## src/rtl/i2c_regport.sv

```systemverilog
module i2c_regport #(
  parameter logic [4:0] ADDR_HI = 5'b10011
) (
  input  logic       clk,
  input  logic       rst_n,
  input  logic       scl_i,
  input  logic       sda_i,
  input  logic [1:0] addr_sel,
  output logic       sda_oe,
  output logic       reg_wr_en,
  output logic [6:0] reg_wr_addr,
  output logic [7:0] reg_wr_data,
  output logic [6:0] reg_rd_addr,
  input  logic [7:0] reg_rd_data
);

  typedef enum logic [3:0] {
    S_IDLE, S_ADDR, S_AACK, S_PTR, S_DACK, S_WR, S_RD, S_RACK, S_WAIT
  } st_t;

  st_t        st;
  logic [1:0] scl_sy, sda_sy;
  logic       scl_q, sda_q;
  logic [7:0] shreg;
  logic [3:0] cnt;
  logic [6:0] ptr;
  logic       inc, rw, nack, oe;

  always_ff @(posedge clk or negedge rst_n)
    if (!rst_n) begin
      scl_sy <= 2'b11; sda_sy <= 2'b11; scl_q <= 1'b1; sda_q <= 1'b1;
    end else begin
      scl_sy <= {scl_sy[0], scl_i};
      sda_sy <= {sda_sy[0], sda_i};
      scl_q  <= scl_sy[1];
      sda_q  <= sda_sy[1];
    end

  wire scl_rise = scl_sy[1] & ~scl_q;
  wire scl_fall = ~scl_sy[1] & scl_q;
  wire start_c  = scl_sy[1] & scl_q & sda_q & ~sda_sy[1];
  wire stop_c   = scl_sy[1] & scl_q & ~sda_q & sda_sy[1];
  wire rx_state = (st == S_ADDR) || (st == S_PTR) || (st == S_WR);
  wire byte_in  = (cnt == 4'd8);

  assign sda_oe      = oe;
  assign reg_rd_addr = ptr;

  always_ff @(posedge clk or negedge rst_n)
    if (!rst_n) begin
      st <= S_IDLE; shreg <= '0; cnt <= '0; ptr <= '0; inc <= 1'b0;
      rw <= 1'b0; nack <= 1'b0; oe <= 1'b0;
      reg_wr_en <= 1'b0; reg_wr_addr <= '0; reg_wr_data <= '0;
    end else begin
      reg_wr_en <= 1'b0;
      if (start_c) begin
        st <= S_ADDR; cnt <= '0; oe <= 1'b0;
      end else if (stop_c) begin
        st <= S_IDLE; oe <= 1'b0;
      end else begin
        if (rx_state && scl_rise && !byte_in) begin
          shreg <= {shreg[6:0], sda_sy[1]};
          cnt   <= cnt + 4'd1;
        end
        case (st)
          S_ADDR:
            if (scl_fall && byte_in) begin
              if (shreg[7:1] == {ADDR_HI, addr_sel}) begin
                rw <= shreg[0]; oe <= 1'b1; st <= S_AACK;
              end else begin
                st <= S_WAIT;
              end
            end
          S_AACK:
            if (scl_fall) begin
              cnt <= '0;
              if (rw) begin
                shreg <= reg_rd_data; oe <= ~reg_rd_data[7]; st <= S_RD;
              end else begin
                oe <= 1'b0; st <= S_PTR;
              end
            end
          S_PTR:
            if (scl_fall && byte_in) begin
              ptr <= shreg[6:0]; inc <= shreg[7]; oe <= 1'b1; st <= S_DACK;
            end
          S_DACK:
            if (scl_fall) begin
              oe <= 1'b0; cnt <= '0; st <= S_WR;
            end
          S_WR:
            if (scl_fall && byte_in) begin
              reg_wr_en   <= 1'b1;
              reg_wr_addr <= ptr;
              reg_wr_data <= shreg;
              ptr         <= ptr + {6'd0, inc};
              oe          <= 1'b1;
              st          <= S_DACK;
            end
          S_RD: begin
            if (scl_rise) cnt <= cnt + 4'd1;
            if (scl_fall) begin
              if (byte_in) begin
                oe <= 1'b0; ptr <= ptr + {6'd0, inc}; st <= S_RACK;
              end else begin
                shreg <= {shreg[6:0], 1'b0}; oe <= ~shreg[6];
              end
            end
          end
          S_RACK: begin
            if (scl_rise) nack <= sda_sy[1];
            if (scl_fall) begin
              cnt <= '0;
              if (nack) begin
                st <= S_WAIT;
              end else begin
                shreg <= reg_rd_data; oe <= ~reg_rd_data[7]; st <= S_RD;
              end
            end
          end
          default: ;
        endcase
      end
    end

  p_wr_single_r4: assert property (@(posedge clk) disable iff (!rst_n)
    reg_wr_en |=> !reg_wr_en);

  p_wr_acked_r4: assert property (@(posedge clk) disable iff (!rst_n)
    reg_wr_en |=> sda_oe);

  p_oe_scl_low_r12: assert property (@(posedge clk) disable iff (!rst_n)
    !$stable(sda_oe) |-> !scl_q);

  p_mismatch_quiet_r2: assert property (@(posedge clk) disable iff (!rst_n)
    ($past(st) == S_ADDR && st == S_WAIT) |-> (!sda_oe && !reg_wr_en));

  p_ptr_fixed_r6: assert property (@(posedge clk) disable iff (!rst_n)
    (st != S_PTR && !inc) |=> $stable(reg_rd_addr));

  p_nack_release_r9: assert property (@(posedge clk) disable iff (!rst_n)
    (st == S_WAIT) |=> !sda_oe);

endmodule

```

## config.mk

```make
export PLATFORM = sky130hd
export DESIGN_NAME = i2c_regport
export DESIGN_NICKNAME = d
export VERILOG_FILES = /design/src/rtl/i2c_regport.sv
export SDC_FILE = /design/constraint.sdc
export NUM_CORES = 1
export LEC_CHECK = 0
export CAP_MARGIN = 20
export CORE_MARGIN = 3
export CORE_UTILIZATION = 59
export DETAILED_ROUTE_END_ITERATION = 10
export GPL_ROUTABILITY_DRIVEN = 0
export PLACE_DENSITY = 0.85
export REMOVE_ABC_BUFFERS = 1
export SLEW_MARGIN = 5
export SYNTH_ARGS = -nofsm -noshare
export SYNTH_HDL_FRONTEND = slang
export SYNTH_SLANG_ARGS = --single-unit
```

## constraint.sdc

```tcl
create_clock -name clk -period 5.15 [get_ports clk]
set_input_delay 0.7725 -clock clk [delete_from_list [all_inputs] [get_ports clk]]
set_output_delay 0.7725 -clock clk [all_outputs]
set_load 0.02 [all_outputs]
```

---- Word-level counts from Yosys, hierarchy flattened ----
Cells that the tools add are included.
word-level totals
  word-level logic and storage cells ...... 122
  input port bits ......................... 14
  output and inout port bits .............. 24
  register bits after elaboration ......... 49
operators by class
  bitwise operators ....................... 15
  multiplexer cells ....................... 49
  $add $sub $neg .......................... 2
  reduce and logical (&&, ||, !) cells .... 18
  eq/ne operators ......................... 23
operators by type and width
  kind                number
  $mux 4              16
  $mux 8              7
  $mux 7              4
  $ne 4x4->1 const B  6
  $pmux 4 s6          1
  $pmux 8 s3          1
  $pmux 7 s3          1
  $eq 4x3->1 const B  4
  $mux 1              16
  $reduce_and 4->1    3
  $reduce_and 9->1    1
  $eq 4x2->1 const B  2
  $ne 4x3->1 const B  2
  $not 1->1           8
  $pmux 4 s2          1
  $reduce_and 8->1    1
  $reduce_bool 8->1   1
  $add 7x1->7         1
  $and 1x1->1         7
  $eq 7x7->1          1
  $reduce_and 7->1    1
  $ne 2x2->1 const B  3
  $pmux 1 s6          1
  $reduce_and 5->1    1
  other kinds (13)    17

---- Logic depth before layout (Yosys ltp) ----
Gate-level depths: netlist of run 1.
  depth in word-level cells ............... 10
  mapped depth ............................ 9
  depth with buffers taken out ............ 7

---- Worst setup path before layout of run 1 ----
No wires, ideal clock.
  kind .................................... register to register
  start ................................... register scl_q
  end ..................................... register reg_wr_addr[1]
  cell stages (with the launch flop) ...... 7
  data arrival time ....................... 1.819 ns
  buffers on the path ..................... 3
  setup slack ............................. 3.206 ns
  path through ............................ dfstp_2 -> nand2b_1 -> buf_6 -> or4_4 -> buf_6 -> buf_12 -> mux2_4
between the ends
  cells in the longest elaborated chain, start to end .. 5
  elaborated cells between the ends (all ways) .. 10
  classes of those cells .................. bitwise (8); reduce/logical (2)
RTL lines
  element                                       RTL line  source
  start: declaration                            23        logic scl_q, sda_q;
  start signal: assignment                      35        scl_q <= scl_sy[1];
  $and 1x1->1                                   41, 42
  $and 1x1->1 (on tied branches) (2 in series)  42, 41
  $not 1->1 (no source line)                    n/a
  $reduce_and 4->1 (no source line) *           n/a
  end signal: assignment                        94        reg_wr_addr <= ptr;
  end: declaration                              11        output logic [6:0] reg_wr_addr,
Mark *: on every way between the ends. The rest lies on a longest branch, timed or not.
A chain may end at the register's enable or synchronous reset.

---- Worst setup path after layout of run 1 ----
  start ................................... register cnt[0]
  end ..................................... register shreg[2]
between the ends
  cells in the longest elaborated chain, start to end .. 7
  elaborated cells between the ends (all ways) .. 11
  classes of those cells .................. eq/ne (1); mux (8); reduce/logical (2)
RTL lines
  element                    RTL line      source
  start: declaration         25            logic [3:0] cnt;
  start signal: assignment   63            cnt <= cnt + 4'd1;
  start signal: assignment   101           if (scl_rise) cnt <= cnt + 4'd1;
  $eq 4x4->1 *               44            wire byte_in = (cnt == 4'd8);
  $logic_not 1->1            61            if (rx_state && scl_rise && !byte_in) begin
  $logic_and 1x1->1          61
  $mux 8                     61
  $mux 8 (on tied branches)  114, 103, 77
  $mux 8 (on tied branches)  112, 102, 75
  $pmux 8 s3 *               65            case (st)
  end signal: assignment     62            shreg <= {shreg[6:0], sda_sy[1]};
  end signal: assignment     106           shreg <= {shreg[6:0], 1'b0}; oe <= ~shreg[6];
  end: declaration           24            logic [7:0] shreg;
Marked as above.

==> summary.txt, run 1 <==
Synth
  • Synth async-reset ratio: 100%
  • Count of cell types in the netlist: 55
  • EDFF count, synth: 0
  • Syn Inst Count: 299
  • Synth Register Bits: 49
  • Synthesized area: 2850 sq um
  • Register area share after synthesis: 43.2%
  • Yosys warning count: 0
  • Avg Inst Size Synth: 9.54 sq um
  • Top_reg_cell synth: dfrtp_1

Worst setup path
  • R2r worst-path depth: 7
  • CP Data Arrival Time: 2640 ps
  • CP Capture Type: flip-flop
  • Kind of critical path: flip-flop to flip-flop
  • Reg-to-reg startpoint: cnt[0]
  • CP Launch Type: flip-flop
  • CP Data Required Time: 5380 ps
  • FF-to-FF setup slack: 2740 ps
  • Worst R2R End: shreg[2]
  • CP max FO: 11

Route
  • Met3 wire len: 407 microns
  • Top routing layer in use: met4
  • Final WL: 6.63 mm
  • DR vias: 2425
  • DR pass1 iterations: 5
  • Vias/cell: 6.40
  • Initial drt markers: 206
  • Routed met2 length: 2.97 mm
  • Drt drc: 0
  • M1 WL: 3.10 mm
  • Post-DRT Antenna Nets: 0
  • WL/cell: 17.5 microns

Layout
  • Diodes inserted: 0
  • Commonest non-fill, non-tap cell in the layout: dfrtp_1
  • Share of layout cells above drive strength 1: 11.3%
  • # fillers: 340
  • Nets: 344
  • Area added between synthesis and finish: 15.8%
  • Commonest non-fill, non-tap cells in the layout: dfrtp_1, clkdlybuf4s50_1, a21oi_1

STA
  • Hold Violations, Final: 0
  • Min Tclk post-route: 2410 ps
  • Period utilization: 46.7%
  • Final WS setup: 2740 ps
  • Setup Skew: 2.68 ps
  • Slew headroom: 42.8%
  • Setup Total Neg Slack: 0 ps
  • Worst-margin pin slew: 855 ps
  • Fmax: 415 MHz
  • Final Slew Violations: 0
  • Hold slack: 363 ps
  • RSZ-0062 raised after global routing: false
  • Final setup viols: 0

Worst hold path
  • Hold EP: scl_sy[1]
  • Hold Crit Start: scl_sy[0]
  • Min-Delay Path Depth: 0
  • Min-delay worst type: flip-flop to flip-flop

GRT
  • First-pass GRT wire length: 11.0 mm
  • Total grt overflow: 0
  • Initial antenna violation count: 0
  • Total GRT Usage: 25.5%
  • Largest net degree at the start of global routing: 50
  • Vias in the first global route: 2267

Floorplan
  • IO Count: 38
  • Placement Rows: 24
  • Die Ht: 75.5 microns
  • Chip width: 75.5 microns
  • Core area: 4500 sq um
  • Die area: 5710 sq um
  • Starting density of the core: 63.3%

Placed design
  • Detailed-placement wirelength estimate: 4.62 mm
  • Port bufs: 37
  • Post-Place Setup Slack: 2840 ps

Pwr
  • VDD IR-drop max: 0.235 mV
  • Leak: 1.44 nW
  • Total Power: 1.18 mW
  • Power Density: 356 nW/um^2

Clocking
  • Post-CTS Setup Bufs: 0
  • Clk Latency, worst-skew pair: 310 ps
  • Clock sink count: 49
  • Total CTS buffers: 5
  • TritonCTS clock tree: built
  • Root Driver: clkbuf_8
  • Post_cts resized: 0
  • H-tree Lvls: 2
  • Clock slew at reported path FFs: 90 ps
  • Post-CTS Hold Fix Bufs: 0
  • Clock Tree Buf Depth: 2

Job
  • Max-Cap Viols: 0

Outcome
  • Status: completed
power breakdown:
part	internal (mW)	switching, mW
Combinational	0.148	0.159
Sequential	0.446	0.124
Clock	0.161	0.138
layout make-up:
cell class	count	area [sq um]	share of cell area, %
clock buffers	6	82.6	2.50
multi-input cells	227	1490	45.1
repair buffers	38	373	11.3
clock inverters	2	41.3	1.25
inverters	5	18.8	0.568
well taps	52	65.1	1.97
flip-flops and latches	49	1230	37.3
worst max-delay path, cell delays in order (launching register included):
cell and delay [ps]:
dfrtp_1 400, inv_1 60, ha_1 210, nand3b_1 440
and4_1 560, mux2i_1 180, a221o_1 370, o211ai_1 100
flip-flops by register name (all words and copies together), names as in the netlist, 2 cells and up:
signal / cells
shreg: 8
reg_wr_data: 8
sda_sy: 2
st: 4
scl_sy: 2
reg_wr_addr: 7
reg_rd_addr: 7
cnt: 4
synth_stat cells, drive strengths merged, types with 4 or more instances:
library cell,instances,area (sq um)
a211oi,6,45.0
a21oi,34,170
a22oi,8,60.1
buf,10,80.1
clkbuf,8,31.3
dfrtp,43,1080
dfstp,6,158
ha,4,50.1
inv,5,18.8
mux2,15,188
mux2i,10,100
nand2,32,120
nand2b,4,25.0
nand3,15,75.1
nand3b,5,37.5
nor2,18,67.6
nor2b,5,31.3
nor3,5,25.0
o21ai,17,85.1
o22ai,4,25.0
xnor2,4,35.0
kinds of logic (layout without fill, tap and decap cells):
| family | after synthesis | count (layout) | synth area share [%] |
|---|---|---|---|
| and+or+nand+nor | 107 | 107 | 19.5 |
| AOI/OAI and AO/OA | 87 | 87 | 19.6 |
| DFF | 49 | 49 | 43.2 |
| muxes | 25 | 25 | 10.1 |
| buffers and inverters | 23 | 51 | 4.56 |
| adders and majority gates | 4 | 4 | 1.75 |
| xor gates and xnor gates | 4 | 4 | 1.23 |
worst max-delay path by stage:
stage	startpoint	endpoint	slack (ps)	depth (start not counted)
after detailed placement	st[0]	reg_rd_addr[5]	2840	5
after global placement	addr_sel[0]	sda_oe	2870	6
after floorplan	cnt[0]	reg_wr_addr[1]	3090	5
after global routing	st[0]	reg_rd_addr[2]	2530	5
final	cnt[0]	shreg[2]	2740	7
after CTS	cnt[0]	shreg[2]	2790	7
stage by stage:
| step | instance area, sq um | instances | utilization, % |
|---|---|---|---|
| detailed placement | 3180 | 371 | 70.6 |
| CTS | 3300 | 379 | 73.3 |
| global route | 3300 | 379 | 73.3 |
| floorplan | 2740 | 281 | - |
| global placement | 3180 | 371 | 70.6 |
| finish | 3300 | 379 | 73.3 |
metal layers:
metal  vias up  global-route usage [%]
li1       1147                       -
met3        16                    5.67
met2       102                    37.0
met4         0                    11.5
met1      1160                    36.4
met5         -                       0
(Power assumes the default switching activity.)
==> inputs of run 2 (changes only) <==
--- a/config.mk
+++ b/config.mk
@@ -7,10 +7,10 @@
 export LEC_CHECK = 0
 export CAP_MARGIN = 20
 export CORE_MARGIN = 3
-export CORE_UTILIZATION = 59
+export CORE_UTILIZATION = 50
 export DETAILED_ROUTE_END_ITERATION = 10
 export GPL_ROUTABILITY_DRIVEN = 0
-export PLACE_DENSITY = 0.85
+export PLACE_DENSITY = 0.76
 export REMOVE_ABC_BUFFERS = 1
 export SLEW_MARGIN = 5
 export SYNTH_ARGS = -nofsm -noshare
==> constraint.sdc (replaced) <==
create_clock -name clk -period 2.2 [get_ports clk]
set_input_delay 0.33 -clock clk [delete_from_list [all_inputs] [get_ports clk]]
set_output_delay 0.33 -clock clk [all_outputs]
set_load 0.02 [all_outputs]
==> summary.txt, run 2 (synthesized netlist as in run 1, its figures left out) <==
Floorplan
  • Core area: 5300 sq um
  • IO Count: 38
  • Chip width: 81.5 microns
  • Starting density of the core: 53.8%
  • Die Ht: 81.5 microns
  • Die area: 6650 sq um
  • Placement Rows: 26

Clocking
  • Clock slew at reported path FFs: 100 ps
  • H-tree Lvls: 2
  • TritonCTS clock tree: built
  • Clock Tree Buf Depth: 2
  • Clk Latency, worst-skew pair: 300 ps
  • Clock sink count: 49
  • Root Driver: clkbuf_8
  • Total CTS buffers: 5

Placed design
  • Detailed-placement wirelength estimate: 5.45 mm
  • Port bufs: 37

Route
  • DR vias: 2576
  • Drt drc: 0
  • Vias/cell: 6.18
  • DR pass1 iterations: 5
  • WL/cell: 17.6 microns
  • Post-DRT Antenna Nets: 0
  • Initial drt markers: 297
  • Final WL: 7.35 mm

Worst setup path
  • R2r worst-path depth: 7
  • Worst R2R End: cnt[2]
  • FF-to-FF setup slack: 160 ps
  • CP Data Required Time: 2410 ps
  • Slowest CP cell: dfrtp_1
  • Slowest cell delay on critical path: 510 ps
  • CP Launch Type: flip-flop
  • CP Data Arrival Time: 2250 ps
  • Reg-to-reg startpoint: st[0]
  • Critical-path cell list: buf_4, nor2b_1, buf_4, a221oi_1, a2bb2oi_1, nor2_1, a311oi_1
  • CP Capture Type: flip-flop
  • Kind of critical path: flip-flop to flip-flop
  • CP max FO: 14
  • Critical path's most frequent cell: buf_4

STA
  • Period utilization: 92.6%
  • Setup Skew: 9.02 ps
  • Worst-margin pin slew: 616 ps
  • Slew headroom: 58.6%
  • Hold Violations, Final: 0
  • Final Slew Violations: 0
  • Setup Total Neg Slack: 0 ps
  • Final setup viols: 0
  • Fmax: 491 MHz
  • Min Tclk post-route: 2040 ps
  • RSZ-0062 raised after global routing: false

Pwr
  • VDD IR-drop max: 0.560 mV
  • Clk network pwr share: 20.1%
  • Sw Ratio: 37.7%
  • Int Power: 1.71 mW
  • Logic gate share of total power: 34.9%
  • Power Density: 794 nW/um^2
  • Reg power frac: 45.0%
  • Net Switching: 1.03 mW
  • Leak: 1.51 nW
  • Total Power: 2.74 mW

Layout
  • Biggest registers after layout: reg_wr_data: 8 flops, shreg: 8 flops
  • Share of layout cells above drive strength 1: 17.0%
  • Nets: 364
  • Commonest non-fill, non-tap cell in the layout: dfrtp_1
  • Commonest non-fill, non-tap cells in the layout: dfrtp_1, clkdlybuf4s50_1, a21oi_1
  • Diodes inserted: 0
  • Area added between synthesis and finish: 21.0%

GRT
  • GRT Max-Usage Layer: met2
  • Largest net degree at the start of global routing: 26
  • Met1 Usage GRT: 33.5%
  • Met2 Use GR: 39.3%
  • Initial antenna violation count: 0
  • Total GRT Usage: 24.4%
  • First-pass GRT wire length: 12.3 mm
  • Global-route track usage on met3: 3.84%
  • Vias in the first global route: 2436
  • Total grt overflow: 0

Job
  • Max-Cap Viols: 0

Outcome
  • Status: completed

Worst hold path
  • Min-delay worst type: primary input to async pin
run 2: changes by cell type in the layout (fill, tap and decap cells not counted), sizes merged:
cell      before  now
buf            2   22
clkinvlp       0    2
bufinv         1    0
clkbuf         6    5
run 2: worst max-delay path by stage:
stage,from,to,slack (ps)
2_1_floorplan,cnt[0],reg_wr_addr[1],140
3_3_place_gp,cnt[0],st[2],230
3_5_place_dp,cnt[1],st[1],140
4_1_cts,cnt[1],st[2],110
5_1_grt,st[0],st[2],30
6_report,st[0],cnt[2],160
run 2: worst max-delay path, delay by kind of cell (launching register included):
| kind | cells | cell delay [ps] |
|---|---|---|
| AO/OA/AOI/OAI | 3 | 870 |
| AND/OR/NAND/NOR | 2 | 160 |
| flip-flops | 1 | 510 |
| buffers and inverters | 2 | 410 |
run 2: metrics by stage:
| stage | worst slack [ps] | instance area [sq um] | std cells | util [%] | hold WS (ps) |
|---|---|---|---|---|---|
| 2_1_floorplan | 137 | 2740 | 281 | - | 34.4 |
| 3_3_place_gp | 228 | 3350 | 409 | 63.2 | 345 |
| 3_5_place_dp | 141 | 3350 | 409 | 63.2 | 352 |
| 4_1_cts | 110 | 3450 | 417 | 65.0 | 16.2 |
| 5_1_grt | 27.3 | 3450 | 417 | 65.1 | 30.2 |
| 6_report | 162 | 3450 | 417 | 65.1 | 11.9 |
run 2: power by group through the flow:
stage	Combinational, mW	Clock, mW	Sequential (mW)
3_5_place_dp	0.936	0	1.25
4_1_cts	0.944	0.570	1.23
2_1_floorplan	0.504	0	1.27
5_1_grt	1.05	0.604	1.26
6_report	0.956	0.552	1.23
3_3_place_gp	0.913	0	1.24
run 2: area by class of cell:
| cell class | instances | area, sq um |
|---|---|---|
| tap | 70 | 87.6 |
| fill | 429 | 1850 |
| multi-input combinational | 227 | 1490 |
| timing repair buffer | 58 | 523 |
| clock buffer | 5 | 68.8 |
| clock inverter | 3 | 26.3 |
| inverter | 5 | 18.8 |
| sequential | 49 | 1230 |
run 2: what timing repair did:
| action | CTS | global route |
|---|---|---|
| gates resized for setup | 0 | 2 |
| hold buffers | 0 | 0 |
| hold endpoints to repair | 0 | 0 |
| buffers inserted | 0 | 0 |
| setup endpoints to repair | 0 | 9 |
run 2: metal layers:
metal / vias up / wire (microns) / share of wire, %
met5: - / 0 / 0
met4: 0 / 128 / 1.7
met2: 126 / 3530 / 48
met3: 19 / 498 / 6.8
met1: 1239 / 3190 / 43
li1: 1192 / - / -
==> inputs of run 3 (changes only) <==
--- a/config.mk
+++ b/config.mk
@@ -9,7 +9,7 @@
 export CORE_MARGIN = 3
 export CORE_UTILIZATION = 50
 export DETAILED_ROUTE_END_ITERATION = 10
-export GPL_ROUTABILITY_DRIVEN = 0
+export GPL_ROUTABILITY_DRIVEN = 1
 export PLACE_DENSITY = 0.76
 export REMOVE_ABC_BUFFERS = 1
 export SLEW_MARGIN = 5
==> summary.txt, run 3 (synthesized netlist as in run 1, its figures left out) <==
Route
  • Initial drt markers: 187
  • WL/cell: 17.3 microns
  • Drt drc: 0
  • DR pass1 iterations: 4
  • DR vias: 2495
  • Post-DRT Antenna Nets: 0
  • Final WL: 7.26 mm
  • Vias/cell: 5.95

Pwr
  • Total Power: 2.89 mW
  • VDD IR-drop max: 0.629 mV
  • Leak: 1.52 nW
  • Power Density: 827 nW/um^2

Clocking
  • TritonCTS clock tree: built
  • Clock Tree Buf Depth: 2
  • H-tree Lvls: 2
  • Post-CTS Hold Fix Bufs: 0
  • Root Driver: clkbuf_8
  • Clock slew at reported path FFs: 90 ps
  • Total CTS buffers: 5
  • Clk Latency, worst-skew pair: 310 ps
  • Clock sink count: 49

STA
  • Worst-margin pin slew: 764 ps
  • Setup Skew: 11.1 ps
  • Final Slew Violations: 0
  • Hold Violations, Final: 0
  • RSZ-0062 raised after global routing: false
  • Min Tclk post-route: 2050 ps
  • Final setup viols: 0
  • Period utilization: 93.1%
  • Setup Total Neg Slack: 0 ps
  • Fmax: 488 MHz
  • Hold slack: 83.7 ps
  • Slew headroom: 49.1%

Layout
  • Nets: 366
  • Area added between synthesis and finish: 22.3%
  • Share of layout cells above drive strength 1: 17.5%
  • Diodes inserted: 0
  • Commonest non-fill, non-tap cell in the layout: dfrtp_1
  • FF/Latch Area: 1230 sq um
  • # fillers: 463
  • Post-Layout Inst Area: 3490 sq um
  • Multi-input logic area: 1490 sq um
  • Biggest registers after layout: reg_wr_data: 8 flops, shreg: 8 flops
  • Commonest non-fill, non-tap cells in the layout: dfrtp_1, clkdlybuf4s50_1, a21oi_1

Floorplan
  • Die area: 6650 sq um
  • IO Count: 38
  • Starting density of the core: 53.8%
  • Chip width: 81.5 microns
  • Placement Rows: 26
  • Die Ht: 81.5 microns
  • Core area: 5300 sq um

Placed design
  • Placer Congestion: 0.899
  • Port bufs: 37
  • Placed cell area: 3360 sq um
  • Detailed-placement wirelength estimate: 5.32 mm

Worst setup path
  • CP Capture Type: flip-flop
  • CP Launch Type: flip-flop
  • CP Data Arrival Time: 2260 ps
  • Kind of critical path: flip-flop to flip-flop
  • CP max FO: 6
  • CP Data Required Time: 2410 ps

GRT
  • Initial antenna violation count: 0
  • Vias in the first global route: 2334
  • First-pass GRT wire length: 11.8 mm
  • Total grt overflow: 0
  • Largest net degree at the start of global routing: 34
  • Total GRT Usage: 23.7%

Worst hold path
  • Min-delay worst type: primary input to async pin

Job
  • Max-Cap Viols: 0

Outcome
  • Status: completed
[run 3: area by class of cell]
class	instances	area share [%]
multi-input cells	227	42.7
inverters	5	0.538
clock inverters	2	1.08
well taps	70	2.51
clock buffers	6	2.37
repair buffers	60	15.4
flip-flops and latches	49	35.4
[run 3: timing repair]
| action | CTS | global route |
|---|---|---|
| setup buffers | 0 | 1 |
| resized for setup | 0 | 2 |
| setup endpoints to repair | 0 | 3 |
[run 3: metrics by stage]
| stage | utilization (%) | cells | setup WS [ps] |
|---|---|---|---|
| 2_1_floorplan | - | 281 | 137 |
| 3_3_place_gp | 63.4 | 410 | 190 |
| 3_5_place_dp | 63.4 | 410 | 81.3 |
| 4_1_cts | 65.6 | 418 | 45.8 |
| 5_1_grt | 65.8 | 419 | 20.2 |
| 6_report | 65.8 | 419 | 151 |
[run 3: final timing paths]
| kind | endpoint | start | cells after the start | slack (ps) |
|---|---|---|---|---|
| max | st[2] | cnt[0] | 7 | 150 |
| min | cnt[2] | rst_n | 1 | 80 |
| max reg2reg | st[2] | cnt[0] | 7 | 150 |
| min reg2reg | sda_sy[1] | sda_sy[0] | 0 | 360 |
| max in group asynchronous | reg_rd_addr[5] | rst_n | 2 | 1460 |
| min in group clk | sda_sy[1] | sda_sy[0] | 0 | 360 |
[run 3: report_power, final]
part	internal (mW)	switching, mW	leakage [nW]
clock network	0.370	0.316	0.0574
logic	0.446	0.543	0.823
registers	1.05	0.164	0.642
total	1.86	1.02	1.52
[run 3: metal layers]
| metal | routed length (microns) | vias to the layer above | share of wire, % | global-route usage [%] |
|---|---|---|---|---|
| met5 | 0 | - | 0 | 0 |
| met4 | 106 | 0 | 1.5 | 7.77 |
| met3 | 441 | 10 | 6.1 | 3.73 |
| met2 | 3370 | 94 | 46 | 37.4 |
| met1 | 3340 | 1203 | 46 | 33.1 |
| li1 | - | 1188 | - | - |
[run 3: worst max-delay path, stage by stage, from the launching register on]
cell and delay (ps):
dfrtp_1 420, inv_1 70, ha_1 170, and3b_1 320
a21oi_1 140, a2111oi_4 410, o21ai_1 120, a221oi_1 300
